<file path="src/rtl/bmv_pkg.sv">
package bmv_pkg;
  typedef struct packed {
    logic step;       // one tile slot is processed this cycle
    logic firstBeat;  // tile column 0 of the current neuron group
    logic lastBeat;   // final tile column of the current neuron group
    logic liveInput;  // first neuron group: bits come from the input stream
  } bmvCtl_t;
endpackage

</file>
<file path="src/rtl/bmv_ctrl.sv">
module bmv_ctrl
  import bmv_pkg::*;
#(
  parameter int NF = 4,
  parameter int SF = 4,
  localparam int CW = $clog2(SF),
  localparam int GW = $clog2(NF)
) (
  input  logic          clk,
  input  logic          rstN,
  input  logic          inValid,
  output logic          inReady,
  output logic          outValid,
  input  logic          outReady,
  output bmvCtl_t       ctl,
  output logic [CW-1:0] chunkIdx,
  output logic [GW-1:0] groupIdx
);
  logic stallOut;

  always_comb begin
    ctl.firstBeat = (chunkIdx == '0);
    ctl.lastBeat  = (chunkIdx == CW'(SF - 1));
    ctl.liveInput = (groupIdx == '0);
    // a finished group cannot retire while the previous beat is still unread
    stallOut      = ctl.lastBeat && outValid && !outReady;
    inReady       = ctl.liveInput && !stallOut;
    ctl.step      = !stallOut && (ctl.liveInput ? inValid : 1'b1);
  end

  always_ff @(posedge clk or negedge rstN) begin
    if (!rstN) begin
      chunkIdx <= '0;
      groupIdx <= '0;
      outValid <= 1'b0;
    end else begin
      if (ctl.step) begin
        chunkIdx <= ctl.lastBeat ? '0 : chunkIdx + 1'b1;
        if (ctl.lastBeat)
          groupIdx <= (groupIdx == GW'(NF - 1)) ? '0 : groupIdx + 1'b1;
      end
      if (ctl.step && ctl.lastBeat) outValid <= 1'b1;
      else if (outReady)            outValid <= 1'b0;
    end
  end
endmodule

</file>
<file path="src/rtl/bmv_pe.sv">
module bmv_pe #(
  parameter int LANES = 4,
  parameter int NF    = 4,
  parameter int SF    = 4,
  parameter int TW    = 5,
  localparam int CW = $clog2(SF),
  localparam int GW = $clog2(NF),
  localparam int AW = $clog2(NF * SF)
) (
  input  logic             clk,
  input  logic             rstN,
  input  logic             step,
  input  logic             firstBeat,
  input  logic [CW-1:0]    chunkIdx,
  input  logic [GW-1:0]    groupIdx,
  input  logic [LANES-1:0] vecBits,
  input  logic             wgtWe,
  input  logic [AW-1:0]    wgtAddr,
  input  logic [LANES-1:0] wgtData,
  input  logic             thrWe,
  input  logic [GW-1:0]    thrAddr,
  input  logic [TW-1:0]    thrData,
  output logic             actBit
);
  logic [LANES-1:0] wMem [NF*SF];
  logic [TW-1:0]    thrMem [NF];
  logic [TW-1:0]    acc, pc, total;
  logic [LANES-1:0] match;
  logic [AW-1:0]    rdAddr;

  always_ff @(posedge clk) begin
    if (wgtWe) wMem[wgtAddr]   <= wgtData;
    if (thrWe) thrMem[thrAddr] <= thrData;
  end

  always_comb begin
    rdAddr = AW'(groupIdx) * AW'(SF) + AW'(chunkIdx);
    match  = ~(wMem[rdAddr] ^ vecBits);
    pc     = '0;
    for (int l = 0; l < LANES; l++) pc = pc + TW'(match[l]);
    total  = (firstBeat ? '0 : acc) + pc;
    actBit = (total >= thrMem[groupIdx]);
  end

  always_ff @(posedge clk or negedge rstN) begin
    if (!rstN)     acc <= '0;
    else if (step) acc <= total;
  end
endmodule

</file>
<file path="src/rtl/bmv_datapath.sv">
module bmv_datapath
  import bmv_pkg::*;
#(
  parameter int ROWS  = 8,
  parameter int COLS  = 16,
  parameter int PES   = 2,
  parameter int LANES = 4,
  localparam int NF = ROWS / PES,
  localparam int SF = COLS / LANES,
  localparam int TW = $clog2(COLS) + 1,
  localparam int RW = $clog2(ROWS),
  localparam int CW = $clog2(SF),
  localparam int GW = $clog2(NF),
  localparam int AW = $clog2(NF * SF)
) (
  input  logic             clk,
  input  logic             rstN,
  input  bmvCtl_t          ctl,
  input  logic [CW-1:0]    chunkIdx,
  input  logic [GW-1:0]    groupIdx,
  input  logic [LANES-1:0] inData,
  input  logic             wgtWe,
  input  logic [RW-1:0]    wgtRow,
  input  logic [CW-1:0]    wgtChunk,
  input  logic [LANES-1:0] wgtData,
  input  logic             thrWe,
  input  logic [RW-1:0]    thrRow,
  input  logic [TW-1:0]    thrData,
  output logic [PES-1:0]   outBits
);
  logic [LANES-1:0] replayBuf [SF];
  logic [LANES-1:0] vecBits;
  logic [PES-1:0]   actBits;
  logic [GW-1:0]    wgtGroup, thrGroup;
  logic [AW-1:0]    wgtAddr;

  always_comb begin
    vecBits  = ctl.liveInput ? inData : replayBuf[chunkIdx];
    wgtGroup = GW'(32'(wgtRow) / PES);
    thrGroup = GW'(32'(thrRow) / PES);
    wgtAddr  = AW'(wgtGroup) * AW'(SF) + AW'(wgtChunk);
  end

  always_ff @(posedge clk) begin
    if (ctl.step && ctl.liveInput) replayBuf[chunkIdx] <= inData;
  end

  for (genvar p = 0; p < PES; p++) begin : g_pe
    logic peWgtWe, peThrWe;
    assign peWgtWe = wgtWe && ((32'(wgtRow) % PES) == p);
    assign peThrWe = thrWe && ((32'(thrRow) % PES) == p);
    bmv_pe #(.LANES(LANES), .NF(NF), .SF(SF), .TW(TW)) u_pe (
      .clk      (clk),
      .rstN     (rstN),
      .step     (ctl.step),
      .firstBeat(ctl.firstBeat),
      .chunkIdx (chunkIdx),
      .groupIdx (groupIdx),
      .vecBits  (vecBits),
      .wgtWe    (peWgtWe),
      .wgtAddr  (wgtAddr),
      .wgtData  (wgtData),
      .thrWe    (peThrWe),
      .thrAddr  (thrGroup),
      .thrData  (thrData),
      .actBit   (actBits[p])
    );
  end

  always_ff @(posedge clk or negedge rstN) begin
    if (!rstN)                          outBits <= '0;
    else if (ctl.step && ctl.lastBeat)  outBits <= actBits;
  end
endmodule

</file>
<file path="src/rtl/bmv_unit.sv">
module bmv_unit
  import bmv_pkg::*;
#(
  parameter int ROWS  = 8,
  parameter int COLS  = 16,
  parameter int PES   = 2,
  parameter int LANES = 4
) (
  input  logic                        clk,
  input  logic                        rstN,
  input  logic                        wgtWe,
  input  logic [$clog2(ROWS)-1:0]     wgtRow,
  input  logic [$clog2(COLS/LANES)-1:0] wgtChunk,
  input  logic [LANES-1:0]            wgtData,
  input  logic                        thrWe,
  input  logic [$clog2(ROWS)-1:0]     thrRow,
  input  logic [$clog2(COLS):0]       thrData,
  input  logic                        inValid,
  output logic                        inReady,
  input  logic [LANES-1:0]            inData,
  output logic                        outValid,
  input  logic                        outReady,
  output logic [PES-1:0]              outBits
);
  localparam int NF = ROWS / PES;
  localparam int SF = COLS / LANES;
  localparam int CW = $clog2(SF);
  localparam int GW = $clog2(NF);

  bmvCtl_t       ctl;
  logic [CW-1:0] chunkIdx;
  logic [GW-1:0] groupIdx;

  bmv_ctrl #(.NF(NF), .SF(SF)) u_ctrl (
    .clk(clk), .rstN(rstN), .inValid(inValid), .inReady(inReady),
    .outValid(outValid), .outReady(outReady), .ctl(ctl),
    .chunkIdx(chunkIdx), .groupIdx(groupIdx)
  );

  bmv_datapath #(.ROWS(ROWS), .COLS(COLS), .PES(PES), .LANES(LANES)) u_dp (
    .clk(clk), .rstN(rstN), .ctl(ctl), .chunkIdx(chunkIdx), .groupIdx(groupIdx),
    .inData(inData), .wgtWe(wgtWe), .wgtRow(wgtRow), .wgtChunk(wgtChunk),
    .wgtData(wgtData), .thrWe(thrWe), .thrRow(thrRow), .thrData(thrData),
    .outBits(outBits)
  );
endmodule

</file>
<file path="config.mk">
export PLATFORM = sky130hd
export DESIGN_NAME = bmv_unit
export DESIGN_NICKNAME = d
export VERILOG_FILES = /design/src/rtl/bmv_pkg.sv /design/src/rtl/bmv_ctrl.sv /design/src/rtl/bmv_pe.sv /design/src/rtl/bmv_datapath.sv /design/src/rtl/bmv_unit.sv
export SDC_FILE = /design/constraint.sdc
export NUM_CORES = 1
export LEC_CHECK = 0
export BUFFER_PORTS_ARGS = -buffer_cell sky130_fd_sc_hd__buf_2
export CAP_MARGIN = 20
export CORE_ASPECT_RATIO = 0.6
export CORE_MARGIN = 1.5
export CORE_UTILIZATION = 40
export CTS_CLUSTER_DIAMETER = 50
export CTS_CLUSTER_SIZE = 30
export DETAILED_ROUTE_END_ITERATION = 8
export GPL_TIMING_DRIVEN = 0
export PLACE_DENSITY = 0.6
export SETUP_SLACK_MARGIN = 0.5
export SKIP_CTS_REPAIR_TIMING = 1
export SLEW_MARGIN = 40
export SYNTH_ARGS = -nofsm -noshare
export SYNTH_HDL_FRONTEND = slang
export SYNTH_SLANG_ARGS = --single-unit
</file>
<file path="constraint.sdc">
create_clock -name clk -period 4.8 [get_ports clk]
set_clock_uncertainty 0.1 [all_clocks]
set_input_delay 0.24 -clock clk [delete_from_list [all_inputs] [get_ports clk]]
set_output_delay 0.24 -clock clk [all_outputs]
set_load 0.1 [all_outputs]
</file>
==> results of run 1 <==
per-stage QoR:
stage	power [uW]	hold slack, ns	utilization (%)
2_1_floorplan	4670	-0.156	-
3_3_place_gp	5500	0.0877	43.1
3_5_place_dp	5590	0.0907	43.1
4_1_cts	7010	-0.430	45.8
5_1_grt	7970	0.00499	47.7
6_report	7470	-0.0123	47.7
path summary, 6_finish.rpt:
check | end | cells past startpoint | slack (ns) | from
worst min register to register | u_dp.g_pe[1].u_pe.acc[0]$_DFFE_PN0P_ | 2 | 0.40 | u_dp.g_pe[1].u_pe.acc[0]$_DFFE_PN0P_
worst max-delay path | u_dp.outBits[1]$_DFFE_PN0P_ | 16 | 0.38 | u_ctrl.chunkIdx[0]$_DFFE_PN0P_
max in group asynchronous | u_ctrl.chunkIdx[0]$_DFFE_PN0P_ | 2 | 4.18 | rstN
worst max register to register | u_dp.outBits[1]$_DFFE_PN0P_ | 16 | 0.38 | u_ctrl.chunkIdx[0]$_DFFE_PN0P_
min in group asynchronous | u_dp.outBits[1]$_DFFE_PN0P_ | 2 | 0.12 | rstN
worst min-delay path | u_dp.g_pe[1].u_pe.thrMem[2][0]$_DFFE_PP_ | 1 | -0.01 | thrData[0]
logic make-up (layout without fill, tap and decap cells):
| kind of cell | after synthesis | after routing | synth area share [%] |
|---|---|---|---|
| buffers and inverters | 36 | 122 | 1.96 |
| DFF | 201 | 201 | 69.7 |
| muxes | 59 | 59 | 14.3 |
| adders and majority gates | 24 | 24 | 4.05 |
| and+or+nand+nor | 107 | 107 | 5.53 |
| AOI/OAI and AO/OA | 35 | 35 | 3.00 |
| xor gates and xnor gates | 14 | 14 | 1.44 |
layout make-up:
| type | instances | area [um2] | share of cell area (%) |
|---|---|---|---|
| tap | 279 | 349 | 3.49 |
| sequential | 201 | 5950 | 59.5 |
| inverter | 20 | 78.8 | 0.788 |
| clock buffer | 17 | 425 | 4.25 |
| multi-input combinational | 239 | 2500 | 25.0 |
| clock inverter | 12 | 141 | 1.41 |
| timing repair buffer | 57 | 400 | 4.00 |
| buffer | 16 | 164 | 1.64 |
layer usage:
metal	global-route usage, %	part of all wire, %
met3	3.73	7.6
met1	26.4	48
met4	3.23	1.3
met2	23.2	43
met5	0	0
worst register-to-register path: cells and delay by family, from the launching register on:
| family | cells | cell delay (ns) |
|---|---|---|
| fa+ha+maj | 4 | 1.65 |
| compound gates | 6 | 1.01 |
| flops | 1 | 0.51 |
| mux | 1 | 0.47 |
| buf+inv | 4 | 0.42 |
| xor+xnor | 1 | 0.14 |
sequential cells by signal, indices dropped and copies added (netlist names):
signal                 count
u_ctrl.outValid            1
u_ctrl.chunkIdx            2
u_dp.g_pe.u_pe.thrMem     40
u_dp.g_pe.u_pe.acc        10
u_dp.replayBuf            16
u_dp.g_pe.u_pe.wMem      128
u_ctrl.groupIdx            2
u_dp.outBits               2
Yosys cell counts, types with 2 or more instances:
library cell / instances
nand2b_1: 8
clkbuf_1: 7
dfrtp_1: 17
inv_1: 19
o31ai_1: 2
nor2b_1: 7
nor2_1: 53
mux2i_1: 3
o21ai_0: 9
mux4_2: 39
nand2_1: 22
buf_2: 5
a22o_1: 4
and3_1: 3
nand3_1: 7
edfxtp_1: 184
o22ai_1: 8
fa_1: 6
a221oi_2: 4
mux4_1: 7
xor2_1: 8
a21o_1: 4
ha_1: 18
a21oi_1: 3
mux2_2: 7
buf_6: 3
mux2i_2: 2
nor3_1: 2
xnor2_1: 6
power by group:
| group | total [uW] | internal, uW | switching, uW |
|---|---|---|---|
| sequential | 2130 | 2060 | 73.7 |
| clock | 1410 | 703 | 703 |
| combinational | 3940 | 1940 | 1990 |
==> impl_metrics.toml, run 1 <==
[route]
drt-vias-per-instance = 5.28
wirelength_um = 18100
post_drt_wl_per_cell_um = 21.6
vias = 4444
detail-route-antenna-nets = 0
first_pass_iters = 4
drt_iter0_markers = 405
drc = 0

[clocking]
htree_levels = 1
clockRootBuffer = "clkbuf_16"
clock_latency_ns = 0.49
cts_tree = "built"
clock_sinks = 201
cts_buffer_depth = 3
cts_buffers = 17
clk_pin_slew_ns = 0.08

[yosys]
syn_area_per_cell_um2 = 17.9
ys_seq_elements = 201
synthFlopType = "edfxtp_1"
yosysTopAreaCellShare_pct = 64.7
yosys.area.top_type = "edfxtp_1"
async_reset_ff_share_pct = 8.46
yosysUniqueCellTypes = 38
syn_inst = 476
synth_edf_count = 184
synthesis.nets = 527
synth_warnings = 0
synth_area_leaders = "edfxtp_1 (65%), mux4_2 (10%), dfrtp_1 (5.0%), ha_1 (2.6%), nor2_1 (2.3%)"
synth_area_um2 = 8540
yosysSeqAreaShare_pct = 69.7

[worst_setup_path]
worstPathCellList = "clkbuf_16 -> buf_6 -> mux4_2 -> a22o_1 -> a221oi_2 -> xnor2_1 -> fa_1 -> inv_2 -> fa_2 -> inv_2 -> fa_1 -> ha_1 -> a21o_1 -> a21o_1 -> a21oi_2 -> o21ai_1"
cp_max_fo = 6
cp_top_family = "adder cells"
crit_slowest_cell = "fa_1"
cp-end-kind = "flop"
slowest_delay_ns = 0.59
crit_buf_inv = 4
crit_path_start_kind = "flop"
cp_data_arrival_time_ns = 4.69
crit_type = "flop to flop"
cp.required_ns = 5.07

[place]
postPlaceCellArea_um2 = 9030
port_buffers = 30
dp_worst_setup_slack_ns = -0.259
dp_hpwl_um = 12600
gp_congestion = 0.788
placedCellCount = 785

[timing]
final_hold_viol_count = 8
maxSlewViolCount = 0
tns_ns = 0
period_needed_ns = 4.42
rsz0062_at_grt = "yes"
setup_ws_ns = 0.385
max_slew_margin_pct = 54.1
finalSetupViolCount = 0
worst_slew_pin_slew_ns = 0.689
period_share_pct = 92.0
clock.fmax_mhz = 226
holdWs_ns = -0.0123

[cells_and_area]
syn_to_final_growth_pct = 17.3
final_common_cell = "edfxtp_1"
fin_nets = 603
fill_cells = 1743
drive_above_1_share_pct = 28.6
insertedDiodeCount = 0
fin_cells = 841
layout_common_cells = "edfxtp_1 (184), nor2_1 (52), mux4_2 (42), buf_2 (31), nand2_1 (21)"
design_area_um2 = 10000

[run_status]
status = "finished, violations left"
violations = "hold timing"

[floorplan]
start_util_pct = 40.7
die_area_um2 = 22300
ioPinCount = 31
dieHeight_um = 116
core_area_um2 = 21000
die_w_um = 192
num_rows = 41

[grt]
track_usage_pct = 16.5
overflow = 0
grt_pass1_vias = 4294
antenna_found_initial = 0
grt_max_degree = 33
grt_pass1_wl_um = 26600

[power]
powerDensity_nw_per_um2 = 747
leakage_uw = 0.00345
ir_worst_vdd_mv = 0.444

[worst_hold_path]
hold_class = "input pin to flop"

[job]
drv_cap = 0
Power figures use the tool's default switching activity.
==> run 2, diff against run 1 <==
--- a/config.mk
+++ b/config.mk
@@ -15,6 +15,7 @@
 export DETAILED_ROUTE_END_ITERATION = 8
 export GPL_TIMING_DRIVEN = 0
 export PLACE_DENSITY = 0.6
+export RECOVER_POWER = 25
 export SETUP_SLACK_MARGIN = 0.5
 export SKIP_CTS_REPAIR_TIMING = 1
 export SLEW_MARGIN = 40
==> impl_metrics.toml, run 2 (synthesized netlist as in run 1, its figures left out) <==
[route]
detail-route-antenna-nets = 0
drt_iter0_markers = 403
drt-vias-per-instance = 5.29
post_drt_wl_per_cell_um = 21.6
drc = 0
first_pass_iters = 4
wirelength_um = 18100
vias = 4453

[timing]
rsz0062_at_grt = "yes"
final_hold_viol_count = 0
clock.fmax_mhz = 227
maxSlewViolCount = 0
period_needed_ns = 4.41
period_share_pct = 91.9
finalSetupViolCount = 0
max_slew_margin_pct = 8.79
holdWs_ns = 0.0705
setup_ws_ns = 0.388
worst_slew_pin_slew_ns = 1.37

[worst_setup_path]
crit_path_start_kind = "flop"
cp.required_ns = 5.07
cp_top_family = "adder cells"
slowest_delay_ns = 0.59
cp_max_fo = 6
worstPathCellList = "clkbuf_16 -> buf_6 -> mux4_2 -> a22o_1 -> a221oi_2 -> xnor2_1 -> fa_1 -> inv_2 -> fa_2 -> inv_2 -> fa_1 -> ha_1 -> a21o_1 -> a21o_1 -> a21oi_2 -> o21ai_1"
crit_type = "flop to flop"
cp_data_arrival_time_ns = 4.68
cp-end-kind = "flop"
crit_buf_inv = 4
crit_slowest_cell = "fa_1"

[cells_and_area]
insertedDiodeCount = 0
fin_util_pct = 47.7
fill_cells = 1744
layout_common_cells = "edfxtp_1 (184), nor2_1 (52), mux4_2 (42), buf_2 (26), nand2_1 (21)"
largest-register = "u_dp.g_pe.u_pe.wMem"
drive_above_1_share_pct = 27.8
final_common_cell = "edfxtp_1"
syn_to_final_growth_pct = 17.2
largest_register_ffs = 128
fin_nets = 603
fin_cells = 841
largestRegisters = "u_dp.g_pe.u_pe.wMem (128), u_dp.g_pe.u_pe.thrMem (40), u_dp.replayBuf (16)"

[clocking]
cts_buffer_depth = 3
clock_latency_ns = 0.49
clk_pin_slew_ns = 0.08
clockRootBuffer = "clkbuf_16"
htree_levels = 1
clock_sinks = 201
cts_buffers = 17
cts_tree = "built"

[run_status]
status = "finished clean"

[floorplan]
die_area_um2 = 22300
ioPinCount = 31
die_w_um = 192
num_rows = 41
core_area_um2 = 21000
start_util_pct = 40.7
dieHeight_um = 116

[job]
drv_cap = 0

[place]
placedCellCount = 785
dp_worst_setup_slack_ns = -0.259
gp_congestion = 0.788
dp_hpwl_um = 12600
port_buffers = 30

[grt]
antenna_found_initial = 0
grt_pass1_wl_um = 26600
grt_pass1_vias = 4294
grt_max_degree = 33
overflow = 0
track_usage_pct = 16.5

[power]
leakage_uw = 0.00344
powerDensity_nw_per_um2 = 747
ir_worst_vdd_mv = 0.443

[worst_hold_path]
hold_class = "input pin to flop"
==> run 2: final timing paths <==
check,cells past startpoint,slack (ns),start,endpoint
setup / recovery,16,0.39,u_ctrl.chunkIdx[0]$_DFFE_PN0P_,u_dp.outBits[1]$_DFFE_PN0P_
hold / removal,2,0.07,thrRow[1],u_dp.g_pe[0].u_pe.thrMem[0][3]$_DFFE_PP_
setup reg to reg,16,0.39,u_ctrl.chunkIdx[0]$_DFFE_PN0P_,u_dp.outBits[1]$_DFFE_PN0P_
hold reg to reg,2,0.40,u_dp.g_pe[1].u_pe.acc[0]$_DFFE_PN0P_,u_dp.g_pe[1].u_pe.acc[0]$_DFFE_PN0P_
max in group asynchronous,2,4.17,rstN,u_ctrl.chunkIdx[0]$_DFFE_PN0P_
min in group asynchronous,2,0.12,rstN,u_dp.outBits[1]$_DFFE_PN0P_
==> run 2: routing by layer <==
| metal | GRT usage, % | routed length (um) |
|---|---|---|
| met5 | 0 | 0 |
| met1 | 26.4 | 8670 |
| met3 | 3.73 | 1460 |
| met4 | 3.23 | 239 |
| met2 | 23.2 | 7750 |
==> run 2: final cells by class <==
class / count / area (um2) / share of cell area (%)
clock buffers: 17 / 425 / 4.25
inverters: 20 / 78.8 / 0.788
repair buffers: 57 / 394 / 3.94
flip-flops and latches: 201 / 5950 / 59.5
plain buffers: 16 / 164 / 1.64
well taps: 279 / 349 / 3.49
clock inverters: 12 / 141 / 1.41
multi-input cells: 239 / 2500 / 25.0
==> run 2: power breakdown <==
group / switching (uW) / internal [uW]
sequential: 73.4 / 2060
combinational: 1990 / 1940
clock: 702 / 703
total: 2760 / 4700
==> run 2: worst reg2reg max path, cell delays in order, from the launching register on <==
cell,delay [ns]
dfrtp_2,0.51
clkbuf_16,0.20
buf_6,0.10
mux4_2,0.47
a22o_1,0.26
a221oi_2,0.23
xnor2_1,0.14
fa_1,0.59
inv_2,0.05
fa_2,0.37
inv_2,0.07
fa_1,0.40
ha_1,0.29
a21o_1,0.18
a21o_1,0.16
a21oi_2,0.12
o21ai_1,0.06
==> run 2: per-stage QoR <==
stage | power (uW) | setup TNS, ns | area, um2
4_1_cts | 7010 | -0.503 | 9600
5_1_grt | 7970 | 0 | 10000
6_report | 7470 | 0 | 10000
3_3_place_gp | 5500 | -0.421 | 9030
3_5_place_dp | 5590 | -0.468 | 9030
2_1_floorplan | 4670 | 0 | 8540
